==> config.mk <==
export PLATFORM = sky130hd
export DESIGN_NAME = xfs_fetch_seq
export DESIGN_NICKNAME = d
export VERILOG_FILES = /design/src/rtl/xfs_pkg.sv /design/src/rtl/xfs_slot_timer.sv /design/src/rtl/xfs_route.sv /design/src/rtl/xfs_capture.sv /design/src/rtl/xfs_fetch_seq.sv
export SDC_FILE = /design/constraint.sdc
export NUM_CORES = 1
export LEC_CHECK = 0
export BUFFER_PORTS_ARGS = -buffer_cell sky130_fd_sc_hd__buf_2
export CAP_MARGIN = 20
export CORE_MARGIN = 2
export CORE_UTILIZATION = 48
export CTS_BUF_LIST = sky130_fd_sc_hd__clkbuf_4
export DETAILED_ROUTE_END_ITERATION = 7
export PLACE_DENSITY = 0.82
export SLEW_MARGIN = 40
export SYNTH_ARGS = -nofsm -noshare
export SYNTH_HDL_FRONTEND = slang
export SYNTH_HIERARCHICAL = 1
export SYNTH_SLANG_ARGS = --single-unit
==> constraint.sdc <==
create_clock -name clk -period 2.4 [get_ports clk]
set_clock_uncertainty 0.2 [all_clocks]
set_input_delay 0.12 -clock clk [delete_from_list [all_inputs] [get_ports clk]]
set_output_delay 0.12 -clock clk [all_outputs]
set_load 0.005 [all_outputs]
==> src/rtl/xfs_pkg.sv <==
package xfs_pkg;

    localparam int ADDR_W = 16;
    localparam int BYTE_W = 8;

    // Where a period sits inside a fetch slot
    typedef enum logic [1:0] {
        PH_LATCH  = 2'd0,   // address latch strobe high
        PH_HOLD   = 2'd1,   // address held after latch strobe falls
        PH_STROBE = 2'd2    // program store strobe low, port released
    } slot_phase_e;

    // What the current slot does
    typedef struct packed {
        logic              ext;
        logic [ADDR_W-1:0] addr;
    } slot_t;

    function automatic slot_phase_e phase_of(input int unsigned sub,
                                             input int unsigned latch_len,
                                             input int unsigned hold_len);
        if (sub < latch_len)
            return PH_LATCH;
        else if (sub < latch_len + hold_len)
            return PH_HOLD;
        else
            return PH_STROBE;
    endfunction

endpackage

==> src/rtl/xfs_slot_timer.sv <==
module xfs_slot_timer #(
    parameter int SLOT_LEN = 6,
    localparam int SUB_W   = $clog2(SLOT_LEN)
) (
    input  logic             clk,
    input  logic             rst,
    output logic [SUB_W-1:0] sub,
    output logic             slot_end
);
    localparam logic [SUB_W-1:0] LAST = SUB_W'(SLOT_LEN - 1);

    assign slot_end = (sub == LAST);

    always_ff @(posedge clk) begin
        if (rst)
            sub <= '0;
        else if (slot_end)
            sub <= '0;
        else
            sub <= sub + 1'b1;
    end

    // a slot always wraps to its first period after the last one
    a_r2_slot_wrap: assert property (@(posedge clk) disable iff (rst)
        (sub == LAST) |=> (sub == '0));

endmodule

==> src/rtl/xfs_route.sv <==
module xfs_route #(
    parameter int ADDR_W        = 16,
    parameter int INT_ROM_BYTES = 4096
) (
    input  logic              ea_pin,
    input  logic [ADDR_W-1:0] addr,
    output logic              ext
);
    generate
        if (INT_ROM_BYTES == 0) begin : g_no_rom
            // No on-chip code: everything goes to the bus
            assign ext = 1'b1;
        end else begin : g_rom
            localparam logic [ADDR_W:0] LIMIT = (ADDR_W+1)'(INT_ROM_BYTES);
            assign ext = !ea_pin || ({1'b0, addr} >= LIMIT);
        end
    endgenerate

endmodule

==> src/rtl/xfs_capture.sv <==
module xfs_capture #(
    parameter int BYTE_W = 8
) (
    input  logic              clk,
    input  logic              rst,
    input  logic              take,
    input  logic [BYTE_W-1:0] din,
    output logic [BYTE_W-1:0] dout,
    output logic              valid
);
    always_ff @(posedge clk) begin
        if (rst) begin
            dout  <= '0;
            valid <= 1'b0;
        end else begin
            valid <= take;
            if (take)
                dout <= din;
        end
    end

    // a capture pulse never lasts two clocks
    a_r9_single_pulse: assert property (@(posedge clk) disable iff (rst)
        valid |=> !valid);

    // the byte only changes together with its pulse
    a_r9_byte_held: assert property (@(posedge clk) disable iff (rst)
        !valid |-> $stable(dout));

endmodule

==> src/rtl/xfs_fetch_seq.sv <==
module xfs_fetch_seq #(
    parameter int CYCLE_LEN     = 12,
    parameter int SLOTS         = 2,
    parameter int LATCH_LEN     = 2,
    parameter int HOLD_LEN      = 1,
    parameter int INT_ROM_BYTES = 4096
) (
    input  logic        clk,
    input  logic        rst,
    input  logic        ea_pin,
    input  logic [15:0] fetch_addr,
    input  logic        fetch_req,
    input  logic [7:0]  port_lo_in,
    output logic        ale,
    output logic        psen_n,
    output logic [7:0]  port_lo_out,
    output logic        port_lo_oe,
    output logic [7:0]  port_hi_out,
    output logic [7:0]  code_byte,
    output logic        code_valid
);
    import xfs_pkg::*;

    localparam int SLOT_LEN = CYCLE_LEN / SLOTS;
    localparam int SUB_W    = $clog2(SLOT_LEN);
    localparam int HALF_W   = ADDR_W / 2;

    logic [SUB_W-1:0] sub;
    logic             slot_end;
    logic             addr_ext;
    slot_t            slot_q;
    slot_phase_e      phase;

    xfs_slot_timer #(.SLOT_LEN(SLOT_LEN)) u_timer (
        .clk      (clk),
        .rst      (rst),
        .sub      (sub),
        .slot_end (slot_end)
    );

    xfs_route #(.ADDR_W(ADDR_W), .INT_ROM_BYTES(INT_ROM_BYTES)) u_route (
        .ea_pin (ea_pin),
        .addr   (fetch_addr),
        .ext    (addr_ext)
    );

    // Next slot's job is decided in the last period of the current one
    always_ff @(posedge clk) begin
        if (rst) begin
            slot_q <= '0;
        end else if (slot_end) begin
            slot_q.ext  <= fetch_req && addr_ext;
            slot_q.addr <= fetch_addr;
        end
    end

    assign phase = phase_of(32'(sub), LATCH_LEN, HOLD_LEN);

    // Strobes and port drive are decoded only from registered state
    always_comb begin
        ale         = 1'b0;
        psen_n      = 1'b1;
        port_lo_oe  = 1'b0;
        port_lo_out = '1;
        port_hi_out = '1;
        if (slot_q.ext) begin
            ale         = (phase == PH_LATCH);
            psen_n      = (phase != PH_STROBE);
            port_lo_oe  = (phase != PH_STROBE);
            port_lo_out = slot_q.addr[HALF_W-1:0];
            port_hi_out = slot_q.addr[ADDR_W-1:HALF_W];
        end
    end

    xfs_capture #(.BYTE_W(BYTE_W)) u_capture (
        .clk   (clk),
        .rst   (rst),
        .take  (slot_end && slot_q.ext),
        .din   (port_lo_in),
        .dout  (code_byte),
        .valid (code_valid)
    );

    // the two strobes are never active together
    a_r5_no_overlap: assert property (@(posedge clk) disable iff (rst)
        !(ale && !psen_n));

    // the shared port is released whenever memory may drive it
    a_r4_released_in_strobe: assert property (@(posedge clk) disable iff (rst)
        !psen_n |-> !port_lo_oe);

    // address stays driven for the hold period after the latch strobe falls
    a_r4_hold_after_latch: assert property (@(posedge clk) disable iff (rst)
        $fell(ale) |-> (port_lo_oe && $stable(port_lo_out)));

    // a store strobe lasts more than one period
    a_r5_strobe_width: assert property (@(posedge clk) disable iff (rst)
        $fell(psen_n) |=> !psen_n);

    // high address does not move while memory is being read
    a_r6_hi_stable: assert property (@(posedge clk) disable iff (rst)
        (!psen_n && !$fell(psen_n)) |-> $stable(port_hi_out));

    // a captured byte always follows a store strobe
    a_r9_after_strobe: assert property (@(posedge clk) disable iff (rst)
        code_valid |-> $past(!psen_n));

endmodule

==> results by stage, run 1 <==
Clock network:
- The maximum number of buffers from clock root to sink is 2.
- The tree built by TritonCTS fans out to 29 sinks.
- The total clock buffers created by CTS is 5.
- The number of buffers inserted by post-CTS setup repair is 0.
- The number of resized instances in the post-cts repair step is 0.
- The clock tree root driver cell is clkbuf_4.
- TritonCTS built the clock tree.
- In this run the number of H-tree levels came out at 2.
- The clock-pin transition on the worst setup and hold timing paths is around 90 ps.
- The clock latency at the later pin of the worst-skew pair is ~330 ps.

Detailed routing:
- The total vias in the final route is 1106.
- The number of detailed-routing iterations run before antenna repair is 4.
- The count of nets left with antenna violations once routing finished came out at 0.
- The number of DRC markers in iteration 0 is 18.
- The final layout contains routed wiring with a total length of 3197 um.
- After detailed routing, the average wire length per cell comes to about 14 um.
- After detailed routing, the number of vias per cell comes to approximately 4.7.
- In the routed design, unresolved DRC markers number 0.

Die:
- The top-level I/O count is 56.
- The core region area is roughly 2500 um2.
- The floorplan step set the die width to around 55 um.
- The vertical die dimension is about 55 um.
- The floorplan step defined a die boundary enclosing between 2000 and 3000 um2.
- The initial utilization of the core area, before any placement, comes to between 50 and 60%.
- The row count is 18.

Critical path:
- The startpoint of the most critical setup path is u_timer/sub[0].
- The worst setup path is of the reg -> reg kind.
- Along the worst path, the maximum fanout reaches 9.
- The worst setup path is captured at a flip-flop.
- Following the worst setup path forward leads to its endpoint at u_capture/dout[4].
- The worst setup path is launched from a flip-flop.
- The data required time of the worst path is 2400 ps.
- The internal reg-to-reg setup slack is 330 ps.
- In this run the critical register-to-register path is captured at u_capture/dout[4].
- Measured in cells, the most critical reg-to-reg path has a length of 5.
- At the worst endpoint, the arrival time is just over 2000 ps.
- The launching point of the worst reg2reg path is u_timer/sub[0].

Place:
- The number of placed instances, taps included is a little over 200.
- Buffers placed on the I/O ports in this run total 55.
- At the end of routability-driven placement, the weighted congestion stood at about 0.72.
- Timing analysis after detailed placement gives a worst setup slack of between 300 and 400 ps.
- The final HPWL from detailed placement is around 1900 um.

STA:
- The minimum clock period after layout is around 2100 ps.
- In the post-route analysis, the smallest setup slack over all paths is about 330 ps.
- The hold violation total from the final report is 0.
- The max-slew violation total from the final report is 0.
- Setup repair after global routing left no endpoint under its margin.
- Headroom to the max-slew limit came out at about two thirds.
- Setup violations remaining at the end of the flow were counted as 0.
- Timing would allow up to between 0.4 and 0.5 GHz.
- The final-layout setup total negative slack is 0 ps.
- The slew at the pin closest to its max-slew limit is 509.6 ps.
- The worst path uses approximately 86% of the clock period.

Yosys:
- The number of different library cells in the post-synthesis netlist is 22.
- The cell area after technology mapping is 1229 um2.
- After synthesis, the largest family of logic cells by area is simple AND/OR/NAND/NOR gates.
- The number of nets in the synthesized netlist is 153.
- Synthesis produced a netlist whose cell count is roughly 120.
- The share of the yosys chip area belonging to registers is around 47%.
- Measured against the total synthesized area, the mux share comes to around 20%.
- The flip-flop and latch count after synthesis is 29.
- The fraction of the mapped netlist area in compound gates is about 3.1%.
- During synthesis, Yosys emitted a total of 6 warnings.
- The fraction of synthesized cell area in xor and xnor cells is 0%.
- In the post-synthesis netlist, the biggest area contributors are dfxtp_1, mux2i_1, nand2b_1.
- After synthesis, the mean cell area works out to around 10 um2.
- Of the total synthesized cell area, the portion taken by AND, OR, NAND and NOR gates is approximately 22%.
- Of all cell types, the one taking the most synthesized area is dfxtp_1.
- The area fraction of the dominant cell type after synthesis is 47.25%.
- The share of synthesized cell area in full adder, half adder and majority cells is about 2.0%.

Layout:
- The net count of the finished layout is ~240.
- The number of standard cells in the final layout excluding fillers is 236.
- The post-synthesis to final-layout area growth is 46.94%.
- The repair_antennas step left the layout with diodes totalling 0.
- Of the cells placed in the final design, the portion with a size suffix greater than 1 is approximately a third.
- Leaving out fill and tap cells, the most frequent cells in the layout are buf_2, dfxtp_1, nor2_1.
- The library cell used most frequently in the layout, excluding fill and tap cells, is buf_2.

GRT:
- Entering global routing, the biggest net connects 29 pins.
- The initial antenna violation count is 0.
- The via count of the first global-routing pass is 1021.
- The global-route total usage across every layer is 23.52%.
- The global-route wire length before repair is between 4000 and 5000 um.
- Summed over all layers, the global routing overflow is 0.

Min path:
- The worst hold path class is in -> reg.
- The startpoint identified for the worst hold timing path is rst.

Power and ir drop:
- The total power after layout is 878.1 uW.
- For this design the static power due to leakage is between 0.7 and 0.8 nW.
- VDD sags by at most ~370 uV.
- For this design the ratio of total power to cell area is about 490 nW/um2.

Outcome:
- The flow ran to the end, and the final reports show no timing, DRC or antenna violations.

Run:
- Across the run, the number of max-cap violations was 0.
metal layers:
metal  share of wire [%]  GRT usage (%)  up-vias
met5                   0              0        -
met4                 2.5          13.33        0
met3                 3.9          6.011        7
met2                  54          39.09       27
met1                  40          27.18      512
li1                    -              -      560
cell type report:
class / count / area [um2]
Multi-Input combinational cell: 85 / 578.1
Inverter: 1 / 3.754
Sequential cell: 29 / 580.6
Clock inverter: 2 / 10.01
Fill cell: 172 / 649.4
Timing Repair Buffer: 83 / 550.5
Tap cell: 30 / 37.54
Clock buffer: 6 / 45.04
repair_timing:
action | in CTS | in global routing
hold endpoints to repair | 25 | 0
hold buffers | 26 | 0
setup endpoints to repair | 0 | 0
metrics by stage:
step | cell area, um2 | hold slack, ps | utilization (%)
after CTS | 1805 | 35.18 | 73.55
after detailed placement | 1490 | 161.9 | 60.70
final | 1805 | 39.70 | 73.55
after floorplan | 1229 | -17.56 | -
after global routing | 1805 | 48.05 | 73.55
after global placement | 1490 | 153.9 | 60.70
worst min-delay path by stage:
stage | depth (start not counted) | end | slack (ps)
after floorplan | 1 | u_timer/sub[2] | -20
after global placement | 3 | u_capture/dout[2] | 150
after detailed placement | 3 | u_capture/dout[5] | 160
after CTS | 2 | u_capture/dout[5] | 40
after global routing | 2 | u_capture/dout[5] | 50
final | 2 | slot_q[14] | 40
cells by family (layout without fill, tap and decap cells):
kind of cell               count (synthesis)  count (layout)
AOI/OAI and AO/OA                          5               5
adders and majority gates                  2               2
buffers and inverters                      9              92
DFF                                       29              29
muxes                                     24              24
and+or+nand+nor                           54              54
state kept, by name, indices dropped and copies added (netlist names):
register / cells
u_capture/dout: 8
u_capture/valid: 1
slot_q: 17
u_timer/sub: 3
where the power goes:
group	switching (mW)	internal [mW]
logic	0.0365	0.0593
clock network	0.164	0.123
registers	0.00691	0.488
cell usage after synthesis (all sizes together):
| master | n |
|---|---|
| a21o | 2 |
| a21oi | 3 |
| ha | 2 |
| nor2b | 1 |
| or3b | 1 |
| nand2b | 19 |
| and2 | 2 |
| nand2 | 2 |
| buf | 6 |
| nand3 | 1 |
| nor4 | 1 |
| inv | 1 |
| dfxtp | 29 |
| clkbuf | 2 |
| nor2 | 27 |
| mux2i | 24 |
critical path, cell delays in order, from the launching register on:
cell     delay [ps]
dfxtp_1         400
ha_1            210
and2_1          430
and2_2          400
mux2i_1         240
nor2_1           60
Note: power is estimated with default switching activity, not from simulation.
==> inputs of run 2 (changes only) <==
--- a/config.mk
+++ b/config.mk
@@ -7,6 +7,7 @@
 export LEC_CHECK = 0
 export BUFFER_PORTS_ARGS = -buffer_cell sky130_fd_sc_hd__buf_2
 export CAP_MARGIN = 20
+export CORE_ASPECT_RATIO = 0.9
 export CORE_MARGIN = 2
 export CORE_UTILIZATION = 48
 export CTS_BUF_LIST = sky130_fd_sc_hd__clkbuf_4
==> results by stage, run 2 (synthesized netlist as in run 1, its figures left out) <==
Outcome:
- The flow ran to the end, and the final reports show no timing, DRC or antenna violations.

STA:
- The count of final setup violators is 0 (unchanged).
- The slew at the pin closest to its max-slew limit is 501.2 ps (-8.345 ps).
- The maximum operating frequency is 0.4705 GHz (-2.6%).
- The final-layout setup total negative slack is 0 ps (unchanged).
- The max-slew violation total from the final report is 0 (unchanged).
- The final worst-path cycle share is 88.57% (+2.3 points).
- The worst-case headroom to the max-slew limit came to 66.58% (+0.56 points).
- The final hold slack is 40.67 ps (+0.9671 ps).
- Setup repair after global routing left no endpoint under its margin.
- The hold violation total from the final report was 0 (unchanged).
- The minimum clock period after layout is 2126 ps (+56.13 ps).

Layout:
- The cell area after layout is 1797 um2 (-0.49%).
- In the final layout, the registers with the most flip-flops are slot_q x17, u_capture/dout x8, u_timer/sub x3.
- The number of antenna diodes is 0 (unchanged).
- From synthesis to final layout, the design area changed by 46.23%.
- The flip-flop count of the largest register after layout was 17 (unchanged).
- In the layout the commonest cells are buf_2, dfxtp_1, nor2_1.
- The count of nets after finishing was 235 (unchanged).
- The final cell utilization of the core came to 73.45% (-0.095 points).
- The fraction of layout cells with a size suffix above 1 came to 33.17% (-0.81 points).
- The largest register by flop count is slot_q.
- The commonest non-fill, non-tap cell in the layout is buf_2.

Place:
- The final HPWL from detailed placement is 1846 um (-4.2%).
- The final weighted congestion of routability-driven global placement is 0.7085 (-1.3%).
- The number of port buffers came to 55 (unchanged).
- The placed standard-cell area is 1488 um2 (-0.17%).

Power and ir drop:
- The proportion of total power due to net switching is 23.09% (-0.58 points).
- The worst voltage drop across the vdd grid is 377.4 uV (+3.1%).
- The leakage power is 0.7318 nW (-1.2%).
- The clock group share of total power is 31.9% (-0.8 points).
- The part of the total power dissipated in combinational logic is 10.7% (-0.2 points).
- The internal cell power is 664.1 uW (-0.92%).
- The fraction of power consumed by sequential logic is 57.4% (+1.0 points).
- The power per cell area is 480.6 nW/um2 (-1.2%).
- The reported net switching power was 199.4 uW (-4.1%).

Critical path:
- The highest fanout seen on the critical path came to 18 (+9).
- The critical path is of the reg -> reg type.
- The critical path startpoint category is a flip-flop.
- The arrival time at the worst endpoint came to 2180 ps (+110 ps).
- The data required time of the worst path is 2460 ps (+60 ps).
- The worst setup path is captured at a flip-flop.

GRT:
- The global-route total usage across every layer is 21.08% (-2.4 points).
- The via count of the first global-routing pass is 1111 (+8.8%).
- The initial antenna violation count is 0 (unchanged).
- The pin count of the biggest net entering global routing was 29 (unchanged).
- The overall overflow remaining after global route is 0 (unchanged).
- The global-route wire length before repair came to 4671 um (-0.57%).

Clock network:
- The clock tree root driver cell is clkbuf_4.
- The TritonCTS clock tree is done.
- The total clock buffers created by CTS came to 5 (unchanged).
- The clock latency at the later pin of the worst-skew pair is 320 ps (about the same).
- The number of resized instances in the post-cts repair step is 0 (unchanged).
- The number of sinks driven by the clock tree is 29 (unchanged).
- The clock-pin transition on the worst setup and hold timing paths is 90 ps (about the same).
- The number of buffers inserted by post-CTS setup repair is 0 (unchanged).
- The maximum number of buffers from clock root to sink is 2 (unchanged).
- The deepest level of the CTS H-tree is 2 (unchanged).

Die:
- The top-level I/O count was 56 (unchanged).
- The initial standard-cell utilization of the core came to 50.23% (+0.18 points).
- The area of the die is 2981 um2 (about the same).
- The vertical die dimension is 52.00 um (-4.8%).
- The row count is 17 (-1).
- The width of the die was 57.33 um (+5.0%).
- The core region area is 2446 um2 (-0.36%).

Min path:
- The tightest min-delay check is of the in -> reg type.

Detailed routing:
- The via density per instance is 4.691 (about the same).
- The residual DRC count is 0 (unchanged).
- The routed wirelength normalized by instance count is 12.53 um (-7.5%).
- The number of detailed-routing iterations run before antenna repair is 5 (+1).
- The final wirelength came to 2920 um (-8.7%).
- The total vias in the final route is 1093 (-1.2%).
- The number of antenna-violating nets in the routed design came to 0 (unchanged).
- The number of DRC markers in iteration 0 came to 14 (-4).

Run:
- The number of violations of the max-capacitance limit came to 0 (unchanged).
## run 2: timing repair
item / CTS / global route
setup endpoints to repair: 0 / 0
endpoints found under the hold margin: 25 / 0
hold buffers: 26 / 0
## run 2: cell type report
class                           instances  area [um2]
Clock buffer                            6       45.04
Clock inverter                          1       3.754
Fill cell                             179       649.4
Inverter                                1       3.754
Multi-Input combinational cell         85       578.1
Sequential cell                        29       580.6
Tap cell                               28       35.03
Timing Repair Buffer                   83       550.5
## run 2: critical path, cell delays in order (launching register included)
cell and delay (ps):
dfxtp_1 410, ha_1 200, and2_1 140, buf_4 290, nand3_2 90, dlygate4sd3_1 590, a21oi_2 130
## run 2: routing by layer
| layer | vias to the layer above | track usage (%) | share of wire (%) |
|---|---|---|---|
| li1 | 561 | - | - |
| met5 | - | 0 | 0 |
| met2 | 28 | 39.66 | 53 |
| met1 | 496 | 20.99 | 40 |
| met3 | 8 | 6.716 | 4.9 |
| met4 | 0 | 10.08 | 1.8 |
## run 2: power groups by stage
| stage | clock network (mW) | logic [mW] | registers, mW |
|---|---|---|---|
| global route | 0.304 | 0.100 | 0.496 |
| floorplan | 0 | 0.0320 | 0.505 |
| global placement | 0 | 0.0579 | 0.506 |
| finish | 0.276 | 0.0925 | 0.495 |
| detailed placement | 0 | 0.0598 | 0.506 |
| CTS | 0.283 | 0.0915 | 0.495 |
## run 2: path summary, 6_finish.rpt
path                       start         end  slack (ps)  cells past startpoint
setup / recovery  u_timer/sub[0]  slot_q[16]         270                      6
hold / removal               rst   slot_q[6]          40                      2
setup reg to reg  u_timer/sub[0]  slot_q[16]         270                      6
hold reg to reg        slot_q[6]   slot_q[6]         290                      2
## run 2: stage by stage
step           instances  total power, mW  setup WS, ps
3_5_place_dp         200           0.5662         711.1
6_report             233           0.8634         274.4
4_1_cts              233           0.8695         271.2
3_3_place_gp         200           0.5634         807.6
5_1_grt              233           0.9007         159.0
2_1_floorplan        123           0.5368         587.3
==> inputs of run 3 (changes only) <==
--- a/config.mk
+++ b/config.mk
@@ -5,6 +5,7 @@
 export SDC_FILE = /design/constraint.sdc
 export NUM_CORES = 1
 export LEC_CHECK = 0
+export ABC_CLOCK_PERIOD_IN_PS = 2400
 export BUFFER_PORTS_ARGS = -buffer_cell sky130_fd_sc_hd__buf_2
 export CAP_MARGIN = 20
 export CORE_ASPECT_RATIO = 0.9
@@ -13,6 +14,7 @@
 export CTS_BUF_LIST = sky130_fd_sc_hd__clkbuf_4
 export DETAILED_ROUTE_END_ITERATION = 7
 export PLACE_DENSITY = 0.82
+export RECOVER_POWER = 100
 export SLEW_MARGIN = 40
 export SYNTH_ARGS = -nofsm -noshare
 export SYNTH_HDL_FRONTEND = slang
==> results by stage, run 3 (synthesized netlist as in run 1, its figures left out) <==
Power and ir drop:
- The leakage power came to 0.6749 nW (-7.8%).
- The worst voltage drop across the vdd grid is 376.5 uV (-0.23%).
- The power per cell area is 488.9 nW/um2 (+1.7%).
- The part of the total power dissipated in combinational logic is 10.5% (-0.2 points).
- The clock group share of total power is 32.0% (about the same).
- The reported net switching power is 198.2 uW (-0.57%).
- The internal cell power was 663.1 uW (-0.15%).
- The proportion of total power due to net switching is 23.01% (-0.075 points).
- The fraction of power consumed by sequential logic came to 57.5% (about the same).

GRT:
- The global-route wire length before repair is 4671 um (unchanged).
- The global-route total usage across every layer was 21.08% (unchanged).
- The fraction of met3 tracks used by global routing was 6.716% (unchanged).
- The pin count of the biggest net entering global routing was 29 (unchanged).
- The initial antenna violation count was 0 (unchanged).
- The met2 usage in global routing is 39.66% (unchanged).
- The global routing's busiest layer is met2.
- The met1 capacity usage during global routing is 20.99% (unchanged).
- The via count of the first global-routing pass was 1111 (unchanged).
- The overall overflow remaining after global route came to 0 (unchanged).

STA:
- The minimum clock period after layout is 2152 ps (+26.45 ps).
- The max-slew violation total from the final report is 0 (unchanged).
- Setup repair after global routing left no endpoint under its margin.
- The hold violation total from the final report is 0 (unchanged).
- The least setup slack across all paths after layout came to 247.9 ps (-26.45 ps).
- The final worst-path cycle share came to 89.67% (+1.1 points).
- The worst-case headroom to the max-slew limit is 45.26% (-21 points).
- The final-layout setup total negative slack is 0 ps (unchanged).
- The count of final setup violators is 0 (unchanged).
- The maximum operating frequency is 0.4647 GHz (-1.2%).
- The slew at the pin closest to its max-slew limit came to 821.1 ps (+319.8 ps).

Detailed routing:
- The via density per instance is 4.738 (+1.0%).
- The residual DRC count is 0 (unchanged).
- The final wirelength was 2901 um (-0.65%).
- The number of antenna-violating nets in the routed design was 0 (unchanged).
- The number of detailed-routing iterations run before antenna repair is 4 (-1).
- The routed wirelength normalized by instance count is 12.45 um (-0.65%).
- The total vias in the final route is 1104 (+1.0%).
- The number of DRC markers in iteration 0 was 9 (-5).

Critical path:
- The critical path depth in cells was 6 (unchanged).
- The arrival time at the worst endpoint is 2210 ps (+30 ps).
- The data required time of the worst path came to 2460 ps (about the same).
- The worst setup path is launched from a flip-flop.
- The longest individual stage delay on the worst path is 600 ps (about the same).
- The slowest library cell on the worst path is dlygate4sd3_1.
- The top cell family by delay on the critical path is buffers and inverters.
- The launching point of the worst reg2reg path is u_timer/sub[0].
- The length in cells of the worst reg-to-reg path is 6 (unchanged).
- The highest fanout seen on the critical path is 18 (unchanged).
- Tracing the worst setup path back leads to its startpoint at u_timer/sub[0].
- The worst setup path is of the reg -> reg kind.
- STA classifies the critical path endpoint as a flip-flop.
- The critical path goes through ha_1 -> and2_0 -> buf_4 -> nand3_1 -> dlygate4sd3_1 -> a21oi_2.
- The buffering stage count on the worst path with inverters included was 2 (unchanged).

Layout:
- slot_q holds more flip-flops than any other register.
- The fraction of layout cells with a size suffix above 1 is 22.93% (-10 points).
- The largest registers in the layout are slot_q x17, u_capture/dout x8, u_timer/sub x3.
- The area of all sequential standard cells came to 580.6 um2 (unchanged).
- The number of inserted filler cells in the final layout is 194 (+8.4%).
- The number of antenna diodes is 0 (unchanged).
- The multi-input gate area in the final layout is 568.0 um2 (-1.7%).
- Leaving out fill and tap cells, the most frequent cell in the layout is buf_2.
- The top cell types in the final layout, fill and taps aside, are buf_2, dfxtp_1, nor2_1.
- The post-synthesis to final-layout area growth is 43.38%.
- The count of nets after finishing was 235 (unchanged).
- The flip-flop count of the largest register after layout came to 17 (unchanged).

Die:
- The initial standard-cell utilization of the core is 50.23% (unchanged).
- The width of the die is 57.33 um (unchanged).
- The row count is 17 (unchanged).
- The vertical die dimension came to 52.00 um (unchanged).
- The area of the die was 2981 um2 (unchanged).
- The top-level I/O count is 56 (unchanged).
- The core region area was 2446 um2 (unchanged).

Place:
- The number of port buffers was 55 (unchanged).
- The worst setup slack before clock tree synthesis came to 711.1 ps (unchanged).
- The final HPWL from detailed placement is 1846 um (unchanged).
- The final weighted congestion of routability-driven global placement was 0.7085 (unchanged).

Clock network:
- The maximum number of buffers from clock root to sink is 2 (unchanged).
- The number of sinks driven by the clock tree is 29 (unchanged).
- The deepest level of the CTS H-tree came to 2 (unchanged).
- The clock tree root driver cell is clkbuf_4.
- The clock-pin transition on the worst setup and hold timing paths was 90 ps (about the same).
- The total clock buffers created by CTS is 5 (unchanged).
- The clock latency at the later pin of the worst-skew pair is 320 ps (about the same).
- The TritonCTS clock tree is done.

Min path:
- The hold-critical path depth came to 2 (unchanged).
- The worst hold path class is in -> reg.
- The hold path startpoint is rst.

Outcome:
- The run finished with clean final reports.

Run:
- The number of violations of the max-capacitance limit is 0 (unchanged).
run 3: cell types whose count changed in the layout (fill, tap and decap cells not counted), moves of 2 or more:
cell | previous run | this run
and2_0 | 0 | 2
buf_1 | 0 | 2
buf_2 | 55 | 37
clkbuf_1 | 0 | 16
run 3: timing repair:
action	CTS	global route
setup buffers	0	0
endpoints found under the hold margin	25	0
hold buffers	26	0
gates resized for setup	0	0
run 3: power groups by stage:
stage	clock, mW	combinational, mW	sequential, mW
3_3_place_gp	0	0.0579	0.506
5_1_grt	0.304	0.0988	0.496
2_1_floorplan	0	0.0320	0.505
4_1_cts	0.283	0.0915	0.495
3_5_place_dp	0	0.0598	0.506
6_report	0.275	0.0908	0.495
run 3: area by class of cell:
| type | count | share of cell area (%) |
|---|---|---|
| clock buffers | 6 | 2.557 |
| clock inverters | 1 | 0.2131 |
| inverters | 1 | 0.2131 |
| multi-input cells | 85 | 32.24 |
| flip-flops and latches | 29 | 32.95 |
| well taps | 28 | 1.989 |
| repair buffers | 83 | 29.83 |
run 3: per-layer routing:
layer,vias to the layer above,wire [um]
li1,560,-
met1,503,1153
met2,33,1538
met3,8,157
met4,0,52
met5,-,0
run 3: path summary, 6_finish.rpt:
kind / slack [ps] / end
max: 250 / slot_q[16]
min: 40 / u_capture/dout[3]
max reg2reg: 250 / slot_q[16]
min reg2reg: 290 / slot_q[6]
run 3: metrics by stage:
step / total power [mW] / hold WS [ps] / std cells / utilization [%] / instance area [um2]
after floorplan: 0.5368 / -17.56 / 123 / - / 1229
after global placement: 0.5634 / 153.3 / 200 / 60.82 / 1488
after detailed placement: 0.5662 / 163.7 / 200 / 60.82 / 1488
after CTS: 0.8695 / 33.04 / 233 / 73.45 / 1797
after global routing: 0.8992 / 50.72 / 233 / 72.02 / 1762
final: 0.8613 / 44.14 / 233 / 72.02 / 1762
